**config.mk**
```make
export PLATFORM = sky130hd
export DESIGN_NAME = pcm_tsa_port
export DESIGN_NICKNAME = d
export VERILOG_FILES = /design/src/rtl/pcm_tsa_pkg.sv /design/src/rtl/pcm_pin_sync.sv /design/src/rtl/pcm_slot_timer.sv /design/src/rtl/pcm_rx_deser.sv /design/src/rtl/pcm_tsa_port.sv
export SDC_FILE = /design/constraint.sdc
export NUM_CORES = 1
export LEC_CHECK = 0
export BUFFER_PORTS_ARGS = -buffer_cell sky130_fd_sc_hd__buf_2
export CAP_MARGIN = 0
export CORE_MARGIN = 1.5
export CORE_UTILIZATION = 54
export CTS_CLUSTER_SIZE = 24
export DETAILED_ROUTE_END_ITERATION = 7
export MAX_ROUTING_LAYER = met4
export PLACE_DENSITY = 0.76
export SLEW_MARGIN = 40
export SYNTH_ARGS = -nofsm -noshare
export SYNTH_HDL_FRONTEND = slang
export SYNTH_SLANG_ARGS = --single-unit
```
**constraint.sdc**
```tcl
create_clock -name clk -period 7.6 [get_ports clk]
set_clock_uncertainty 0.05 [all_clocks]
set_input_delay 0.76 -clock clk [delete_from_list [all_inputs] [get_ports clk]]
set_output_delay 0.76 -clock clk [all_outputs]
set_load 0.01 [all_outputs]
```
**src/rtl/pcm_tsa_pkg.sv**
```systemverilog
package pcm_tsa_pkg;
    typedef enum logic [1:0] {
        PS_DOWN = 2'd0,
        PS_ARM1 = 2'd1,
        PS_ARM2 = 2'd2,
        PS_RUN  = 2'd3
    } port_state_t;
endpackage

```
**src/rtl/pcm_pin_sync.sv**
```systemverilog
module pcm_pin_sync #(
    parameter int STAGES = 2
) (
    input  logic clk,
    input  logic rst_n,
    input  logic bclk,
    input  logic fsync,
    input  logic dr,
    input  logic reverse,
    output logic launch,
    output logic capture,
    output logic fs_lvl,
    output logic dr_lvl
);
    // bit 0: bclk, bit 1: fsync, bit 2: dr
    logic [STAGES-1:0][2:0] pipe;
    logic eff, eff_prev;

    always_ff @(posedge clk or negedge rst_n) begin
        if (!rst_n) begin
            pipe     <= '0;
            eff_prev <= 1'b0;
        end else begin
            pipe     <= {pipe[STAGES-2:0], dr, fsync, bclk};
            eff_prev <= eff;
        end
    end

    // Reverse timing is handled by viewing the bit clock inverted
    assign eff     = pipe[STAGES-1][0] ^ reverse;
    assign launch  = eff & ~eff_prev;
    assign capture = ~eff & eff_prev;
    assign fs_lvl  = pipe[STAGES-1][1];
    assign dr_lvl  = pipe[STAGES-1][2];
endmodule

```
**src/rtl/pcm_slot_timer.sv**
```systemverilog
module pcm_slot_timer #(
    parameter int CNT_W = 5
) (
    input  logic             clk,
    input  logic             rst_n,
    input  logic             launch,
    input  logic             fs_lvl,
    input  logic             delayed,
    output logic [CNT_W-1:0] cnt,
    output logic             frame_start,
    output logic             fs_rise
);
    localparam logic [CNT_W-1:0] CNT_MAX = '1;

    logic fs_last, pend, fs_edge;

    assign fs_edge = launch & fs_lvl & ~fs_last;

    always_ff @(posedge clk or negedge rst_n) begin
        if (!rst_n) begin
            cnt         <= CNT_MAX;
            fs_last     <= 1'b0;
            pend        <= 1'b0;
            frame_start <= 1'b0;
            fs_rise     <= 1'b0;
        end else begin
            frame_start <= 1'b0;
            fs_rise     <= 1'b0;
            if (launch) begin
                fs_last <= fs_lvl;
                fs_rise <= fs_edge;
                pend    <= fs_edge & delayed;
                if ((fs_edge && !delayed) || pend) begin
                    cnt         <= '0;
                    frame_start <= 1'b1;
                end else if (cnt != CNT_MAX) begin
                    cnt <= cnt + 1'b1;
                end
            end
        end
    end
endmodule

```
**src/rtl/pcm_rx_deser.sv**
```systemverilog
module pcm_rx_deser #(
    parameter int LIN_W = 14,
    parameter int CMP_W = 8
) (
    input  logic             clk,
    input  logic             rst_n,
    input  logic             take,
    input  logic             bit_in,
    input  logic             last,
    input  logic             companded,
    input  logic             seven_bit,
    output logic [LIN_W-1:0] word,
    output logic             valid
);
    logic [LIN_W-2:0] shreg;
    logic [LIN_W-1:0] full, cword;

    always_comb begin
        full               = {shreg, bit_in};
        cword              = '0;
        cword[CMP_W-1:0]   = full[CMP_W-1:0];
        if (seven_bit) cword[0] = 1'b0;
    end

    always_ff @(posedge clk or negedge rst_n) begin
        if (!rst_n) begin
            shreg <= '0;
            word  <= '0;
            valid <= 1'b0;
        end else begin
            valid <= 1'b0;
            if (take) begin
                if (last) begin
                    word  <= companded ? cword : full;
                    valid <= 1'b1;
                end else begin
                    shreg <= full[LIN_W-2:0];
                end
            end
        end
    end


    rx_pulse_single_chk: assert property (@(posedge clk) disable iff (!rst_n)
        valid |=> !valid);
endmodule

```
**src/rtl/pcm_tsa_port.sv**
```systemverilog
module pcm_tsa_port
    import pcm_tsa_pkg::*;
#(
    parameter int LIN_W       = 14,
    parameter int CMP_W       = 8,
    parameter int GAP_W       = 2,
    parameter int CNT_W       = 5,
    parameter int SYNC_STAGES = 2
) (
    input  logic             clk,
    input  logic             rst_n,
    input  logic             bclk,
    input  logic             fsync,
    input  logic             dr,
    input  logic             pwr_up,
    input  logic             port_en,
    input  logic             companded,
    input  logic             layout2,
    input  logic             sel_b2,
    input  logic [1:0]       tmode,
    input  logic             seven_bit,
    input  logic             loopback,
    input  logic [LIN_W-1:0] tx_word,
    output logic             tx_take,
    output logic [LIN_W-1:0] rx_word,
    output logic             rx_valid,
    output logic             dx,
    output logic             dx_oe
);
    localparam int IDX_W = $clog2(LIN_W);
    localparam logic [CNT_W-1:0] LEN_LIN  = CNT_W'(LIN_W);
    localparam logic [CNT_W-1:0] LEN_CMP  = CNT_W'(CMP_W);
    localparam logic [CNT_W-1:0] BASE_B2  = CNT_W'(CMP_W);
    localparam logic [CNT_W-1:0] BASE_B2G = CNT_W'(CMP_W + GAP_W);
    localparam logic [CNT_W-1:0] ONE      = CNT_W'(1);

    logic launch, capture, fs_lvl, dr_lvl;
    logic reverse, delayed;
    logic [CNT_W-1:0] cnt;
    logic frame_start, fs_rise;

    assign reverse = tmode[1] & tmode[0];
    assign delayed = ~tmode[1];

    pcm_pin_sync #(.STAGES(SYNC_STAGES)) u_sync (
        .clk(clk), .rst_n(rst_n), .bclk(bclk), .fsync(fsync), .dr(dr),
        .reverse(reverse), .launch(launch), .capture(capture),
        .fs_lvl(fs_lvl), .dr_lvl(dr_lvl)
    );

    pcm_slot_timer #(.CNT_W(CNT_W)) u_timer (
        .clk(clk), .rst_n(rst_n), .launch(launch), .fs_lvl(fs_lvl),
        .delayed(delayed), .cnt(cnt), .frame_start(frame_start), .fs_rise(fs_rise)
    );

    // Power / release state machine
    port_state_t st, st_nx;

    always_comb begin
        st_nx = st;
        unique case (st)
            PS_DOWN: if (pwr_up)  st_nx = PS_ARM1;
            PS_ARM1: if (fs_rise) st_nx = PS_ARM2;
            PS_ARM2: if (fs_rise) st_nx = PS_RUN;
            PS_RUN:  st_nx = PS_RUN;
        endcase
        if (!pwr_up) st_nx = PS_DOWN;
    end

    always_ff @(posedge clk or negedge rst_n) begin
        if (!rst_n) st <= PS_DOWN;
        else        st <= st_nx;
    end

    // Slot window
    logic [CNT_W-1:0] base, len, pos;
    logic [CNT_W:0]   win_end;
    logic [IDX_W-1:0] idx;
    logic in_slot, last, drop;

    always_comb begin
        len = companded ? LEN_CMP : LEN_LIN;
        if (!companded || !sel_b2) base = '0;
        else if (layout2)          base = BASE_B2G;
        else                       base = BASE_B2;
        win_end = {1'b0, base} + {1'b0, len};
        in_slot = ({1'b0, cnt} >= {1'b0, base}) && ({1'b0, cnt} < win_end);
        pos     = cnt - base;
        last    = in_slot && (pos == (len - ONE));
        drop    = companded && seven_bit && last;
        idx     = IDX_W'(len - ONE - pos);
    end

    // Output process
    logic live;
    logic [LIN_W-1:0] txbuf;
    logic dx_q, oe_q;

    always_ff @(posedge clk or negedge rst_n) begin
        if (!rst_n) begin
            live  <= 1'b0;
            txbuf <= '0;
            dx_q  <= 1'b0;
            oe_q  <= 1'b0;
        end else begin
            if (!pwr_up)          live <= 1'b0;
            else if (frame_start) live <= (st_nx == PS_RUN);
            if (frame_start) txbuf <= loopback ? rx_word : tx_word;
            oe_q <= live && port_en && in_slot && !drop && (st == PS_RUN);
            dx_q <= in_slot ? txbuf[idx] : 1'b0;
        end
    end

    assign dx      = dx_q;
    assign dx_oe   = oe_q;
    assign tx_take = frame_start;

    logic rx_take;
    assign rx_take = capture && live && port_en && in_slot && (st == PS_RUN);

    pcm_rx_deser #(.LIN_W(LIN_W), .CMP_W(CMP_W)) u_rx (
        .clk(clk), .rst_n(rst_n), .take(rx_take), .bit_in(dr_lvl), .last(last),
        .companded(companded), .seven_bit(seven_bit), .word(rx_word), .valid(rx_valid)
    );


    tx_off_disabled_chk: assert property (@(posedge clk) disable iff (!rst_n)
        !port_en |=> !dx_oe);

    tx_off_unreleased_chk: assert property (@(posedge clk) disable iff (!rst_n)
        (st != PS_RUN) |=> !dx_oe);

    down_state_chk: assert property (@(posedge clk) disable iff (!rst_n)
        !pwr_up |=> (st == PS_DOWN));

    seven_lsb_zero_chk: assert property (@(posedge clk) disable iff (!rst_n)
        (rx_valid && companded && seven_bit) |-> !rx_word[0]);
endmodule

```
Yosys cells after proc, flatten, opt, wreduce, memory -nomap -nowiden
Cells that the tools add are included.
{"block": "word_totals", "register_bits": 63, "input_bits": 28, "wordCells": 88}
{"block": "op_classes", "addsub": 5, "n_mux": 22, "reduce_logical": 23, "magnitude_cmp": 3, "n_eq_ne": 7, "n_bitwise": 12}
{"cell": "14-bit 2-to-1 mux", "n": 2}
{"cell": "1-bit logical AND", "n": 13}
{"cell": "1-bit 2-to-1 mux", "n": 10}
{"cell": "5-bit 2-to-1 mux", "n": 2}
{"cell": "2-bit 2-to-1 mux", "n": 4}
{"cell": "2-bit one-hot mux with 4 select lines", "n": 1}
{"cell": "5-bit by 4-bit adder with 6-bit output", "n": 1}
{"cell": "1-bit AND", "n": 6}
{"cell": "2-bit equality test, second input constant", "n": 3}
{"cell": "5-bit by 6-bit less-than comparator with 1-bit output", "n": 1}
{"cell": "2-bit AND reduction", "n": 3}
{"cell": "5-bit by 1-bit adder with 5-bit output, second input constant", "n": 1}
{"cell": "5-bit equality test", "n": 1}
{"cell": "5-bit >= comparator", "n": 1}
{"cell": "4-bit by 5-bit less-than comparator with 1-bit output, second input constant", "n": 1}
{"cell": "5-bit inequality test, second input constant", "n": 1}
{"cell": "1-bit NOT", "n": 5}
{"cell": "4-bit by 1-bit subtractor with 5-bit output, second input constant", "n": 1}
{"cell": "5-bit by 4-bit subtractor with 5-bit output", "n": 1}
{"cell": "1-bit binary-select mux with 4-bit select", "n": 1}
{"cell": "4-bit 2-to-1 mux", "n": 1}
{"cell": "4-bit subtractor", "n": 1}
{"cell": "1-bit zero test", "n": 3}
{"cell": "3-bit 2-to-1 mux", "n": 1}
{"cell": "other kinds (6)", "n": 7}

Depth between registers and ports, before layout
{"block": "depth", "depth_word": 11, "ltp_mapped": 11, "mapped_depth_nobuf": 8}

Cells and area by module
Synthesis repeated with hierarchy kept, for this count alone.
{"block": "unflattened", "hier_cells": 236, "area_unflattened_um2": 3021.6}
{"mod": "pcm_tsa_port", "instances": 1, "area_per_inst_um2": 1256.2, "cells_each": 124}
{"mod": "pcm_rx_deser", "instances": 1, "area_per_inst_um2": 1134.8, "cells_each": 67}
{"mod": "pcm_slot_timer", "instances": 1, "area_per_inst_um2": 432.9, "cells_each": 34}
{"mod": "pcm_pin_sync", "instances": 1, "area_per_inst_um2": 197.7, "cells_each": 11}

Least setup slack after synthesis
No wires, ideal clock.
{"block": "synth_path", "path_kind": "input to register", "from": "in companded", "to": "reg u_rx.shreg[10]", "stages": 10, "path_buffers": 2, "t_arrival_ns": 2.978, "required_ns": 7.425, "setup_slack_ns": 4.447, "cell_sequence": "clkbuf_1 nand2_1 inv_1 ha_1 a21oi_1 nor2b_1 or4_4 nor4b_4 buf_6 mux2_4"}
{"block": "synth_between", "elab_chain_cells": 9}
{"element": "start: declaration", "line_no": "pcm_tsa_port.sv:17", "text": "input logic companded,"}
{"element": "1-bit zero test", "line_no": "pcm_tsa_port.sv:83", "text": "if (!companded || !sel_b2) base = '0;"}
{"element": "1-bit logical OR", "line_no": "pcm_tsa_port.sv:83"}
{"element": "4-bit 2-to-1 mux", "line_no": "pcm_tsa_port.sv:83"}
{"element": "5-bit by 4-bit adder with 6-bit output", "line_no": "pcm_tsa_port.sv:86", "text": "win_end = {1'b0, base} + {1'b0, len};"}
{"element": "5-bit by 6-bit less-than comparator with 1-bit output", "line_no": "pcm_tsa_port.sv:87", "text": "in_slot = ({1'b0, cnt} >= {1'b0, base}) && ({1'b0, cnt} < win_end);"}
{"element": "1-bit logical AND", "line_no": "pcm_tsa_port.sv:87"}
{"element": "1-bit logical AND, on equally long branches", "line_no": "pcm_tsa_port.sv:119, pcm_tsa_port.sv:89"}
{"element": "1-bit logical AND / 1-bit NOT (equally long branches)"}
{"element": "2-bit AND reduction (no source line) *"}
{"element": "end signal: assignment", "line_no": "pcm_rx_deser.sv:37", "text": "shreg <= full[LIN_W-2:0];"}
{"element": "end: declaration", "line_no": "pcm_rx_deser.sv:15", "text": "logic [LIN_W-2:0] shreg;"}
Every way passes the cells marked *; elsewhere a longest branch is shown, timed or not.
A chain may end at the register's enable or synchronous reset.

Worst setup path in the final report
{"block": "layout_path", "from": "in companded", "to": "reg u_rx.word[2]"}
{"block": "layout_between", "elab_chain_cells": 9}
{"element": "1-bit zero test", "line_no": "pcm_tsa_port.sv:83"}
{"element": "1-bit logical OR", "line_no": "pcm_tsa_port.sv:83"}
{"element": "4-bit 2-to-1 mux", "line_no": "pcm_tsa_port.sv:83"}
{"element": "5-bit by 4-bit adder with 6-bit output", "line_no": "pcm_tsa_port.sv:86"}
{"element": "5-bit by 6-bit less-than comparator with 1-bit output", "line_no": "pcm_tsa_port.sv:87"}
{"element": "1-bit logical AND", "line_no": "pcm_tsa_port.sv:87"}
{"element": "1-bit logical AND (2 in series)", "line_no": "pcm_tsa_port.sv:119", "text": "assign rx_take = capture && live && port_en && in_slot && (st == PS_RUN);"}
{"element": "2-bit AND reduction (no source line) *"}
{"element": "end signal: assignment", "line_no": "pcm_rx_deser.sv:34", "text": "word <= companded ? cword : full;"}
{"element": "end: declaration", "line_no": "pcm_rx_deser.sv:12", "text": "output logic [LIN_W-1:0] word,"}
Marked as above.

==> results.md <==
- CTS Buf Count: 9
- Final slew viol count: 0
- Sw Share: 29.1%
- Clock root buffer: clkbuf_8
- DRC viols: 0
- Hold bufs inserted after CTS: 0
- Final setup violating endpoints: 0
- Gr ovfl total: 0
- CP Class: primary input to register
- Async SR Flop Fraction: 100%
- Commonest non-fill, non-tap cell in the layout: dfrtp_1
- Hold Path Class: register to register
- Diodes inserted: 0
- Starting DRT DRC Count: 133
- Clock slew at reported path FFs: about 0.06 ns
- I/O Buffers: 45
- Clock power frac: a little under 30%
- Startpoint types: primary input
- First-pass GRT wire length: between 9000 and 10000 um
- Setup TNS: 0 ns
- Fin crit period: 3.38 ns
- Final core utilization: between 60% and 70%
- Initial antenna violation count: 0
- GR Util All Layers: 21.2%
- Mapped Avg Cell Area: between 10 and 15 um2
- Average wire per standard cell: 15.4 um
- Internal power: 677 uW
- Sequential area share after synthesis: between 50 and 60%
- Fraction of layout cells with a size suffix above 1: 35.5%
- Share of power burned in registers: roughly 47%
- Synth Cell Area: 0.00301 mm2
- Starting density of the core: ~57%
- Synth warn: 0
- Sw power: 279 uW
- Area growth syn-to-layout: 16.0%
- Net Count, Synth: 280
- Number of flops mapped to enable cells by yosys: 0
- Worst-Skew Late Latency: ~0.34 ns
- Pwr Density: 274 mW/mm2
- Vias: roughly 2000
- Clk buf depth: 2
- RSZ-0062 raised after global routing: no
- Register bit total from synthesis: between 60 and 70
- Drt pass-1 iters: 4
- # Max-Cap Violations: 0
- Setup Fix Bufs, Post-CTS: 0
- Final Cycle Share: 44.5%
- Slew @ Worst Pin: 0.704 ns
- Die area: 0.00603 mm2
- CTS tree: yes
- Core Box Area: 0.00524 mm2
- Antenna Nets Post-Route: 0
- Final WS setup: between 4 and 5 ns
- Crit path max fanout: 17
- Most frequent cells in the layout: 57 x dfrtp_1, 45 x buf_2, 20 x nor2_1, 20 x a21oi_1, 20 x mux2_2
- Dpl hpwl: about 3900 um
- Die height: 77.6 um
- NumNets Final: between 300 and 400
- CP endpoint kind: register
- Peak supply drop: 0.181 mV
- Vias in the first global route: 1967
- Row Count: 26
- Main synth FF type: dfrtp_1
- Synth Instances: 244
- Total chip power: ~960 uW
- GP Congestion: approximately 0.86
- PostCTS Resize Cnt: 0
- Status: finished clean
- Post-synthesis cell type count: 44
- LEAKAGE: 1.73 nW
- Post-Route WL: 5640 um
- Pre-CTS setup slack: 3.87 ns
- Largest net degree at the start of global routing: 64
- Boundary Pins: 46
- CP arrival: about 3.6 ns
- Num Clock Sinks: 63
- Final Hold Violating Endpoints: 0
- Comb pwr share: approximately a quarter
- Htree depth: 3
- Peak Freq: 296 MHz
- Slew HR: approximately 53%
- CP Data Required Time: just under 8 ns
- Via density: 5.52
- Die W: between 70 and 80 um
==> metrics by stage <==
step / std cells / area (um2) / hold slack [ns]
6_report: 366 / 3490 / 0.299
5_1_grt: 366 / 3490 / 0.305
4_1_cts: 366 / 3490 / 0.299
3_5_place_dp: 351 / 3290 / 0.286
3_3_place_gp: 350 / 3280 / 0.284
2_1_floorplan: 244 / 3010 / 0.281
==> sequential cells by signal, summed over array words and instances, names as in the netlist, 2 cells and up <==
register and count:
u_rx.shreg 13, txbuf 14, u_timer.cnt 5, st 2
u_rx.word 14, u_sync.pipe 4
==> worst max-delay path: stages <==
cell     delay (ns)
buf_2          0.27
and4b_2        0.34
ha_1           0.21
xor3_1         0.35
nor3_1         0.35
and3_1         0.21
and4_1         0.65
mux2_2         0.41
==> cell usage after synthesis (4+ instances only) <==
| master | instances | share of area, % |
|---|---|---|
| nor2b_1 | 10 | 2.1 |
| a21oi_1 | 20 | 3.3 |
| inv_1 | 6 | 0.75 |
| dfrtp_1 | 58 | 48 |
| nor3_1 | 7 | 1.2 |
| ha_1 | 8 | 3.3 |
| mux2i_1 | 16 | 5.3 |
| a21o_1 | 4 | 1.0 |
| nand2_1 | 8 | 1.0 |
| o21ai_0 | 5 | 0.83 |
| clkbuf_1 | 7 | 0.87 |
| nor2_1 | 20 | 2.5 |
| dfstp_2 | 5 | 4.4 |
| mux2_2 | 20 | 7.5 |
| mux2_4 | 10 | 5.0 |
==> worst paths after layout <==
check / depth (start not counted) / startpoint / slack [ns] / endpoint
max reg2reg: 7 / u_timer.cnt[1] / 4.30 / u_rx.word[2]
min: 0 / u_sync.pipe[1] / 0.30 / u_sync.fs_lvl
max in group asynchronous: 2 / rst_n / 6.66 / u_timer.frame_start
min in group asynchronous: 2 / rst_n / 0.43 / u_timer.fs_last
max: 8 / companded / 4.22 / u_rx.word[2]
min reg2reg: 0 / u_sync.pipe[1] / 0.30 / u_sync.fs_lvl
==> cells by family (layout without fill, tap and decap cells) <==
| group | after synthesis | in the layout | share of synthesized area, % |
|---|---|---|---|
| muxes | 49 | 49 | 20.0 |
| adders and majority gates | 8 | 8 | 3.33 |
| xor gates and xnor gates | 4 | 4 | 1.66 |
| buffers and inverters | 16 | 68 | 2.33 |
| DFF | 63 | 63 | 52.6 |
| and+or+nand+nor | 63 | 63 | 11.6 |
| AOI/OAI and AO/OA | 41 | 41 | 8.36 |
==> per-layer routing <==
metal | track usage (%) | up-vias | share of wire [%]
li1 | - | 973 | -
met1 | 29.7 | 1001 | 49
met2 | 30.0 | 43 | 46
met3 | 6.00 | 4 | 4.2
met4 | 6.73 | 0 | 0.85
met5 | - | - | 0
==> cell type report <==
class,count,area [um2]
Tap cell,70,87.6
Fill cell,396,1750
Clock buffer,11,151
Multi-Input combinational cell,165,1360
Clock inverter,4,45.0
Inverter,6,22.5
Timing Repair Buffer,47,244
Sequential cell,63,1580
==> power groups by stage <==
stage / combinational, mW / sequential, mW / clock [mW]
after floorplan: 0.179 / 0.429 / 0
after global placement: 0.219 / 0.449 / 0
after detailed placement: 0.225 / 0.452 / 0
after CTS: 0.227 / 0.446 / 0.291
after global routing: 0.254 / 0.455 / 0.307
final: 0.226 / 0.445 / 0.285
No activity file was read; power rests on OpenSTA's default activity.
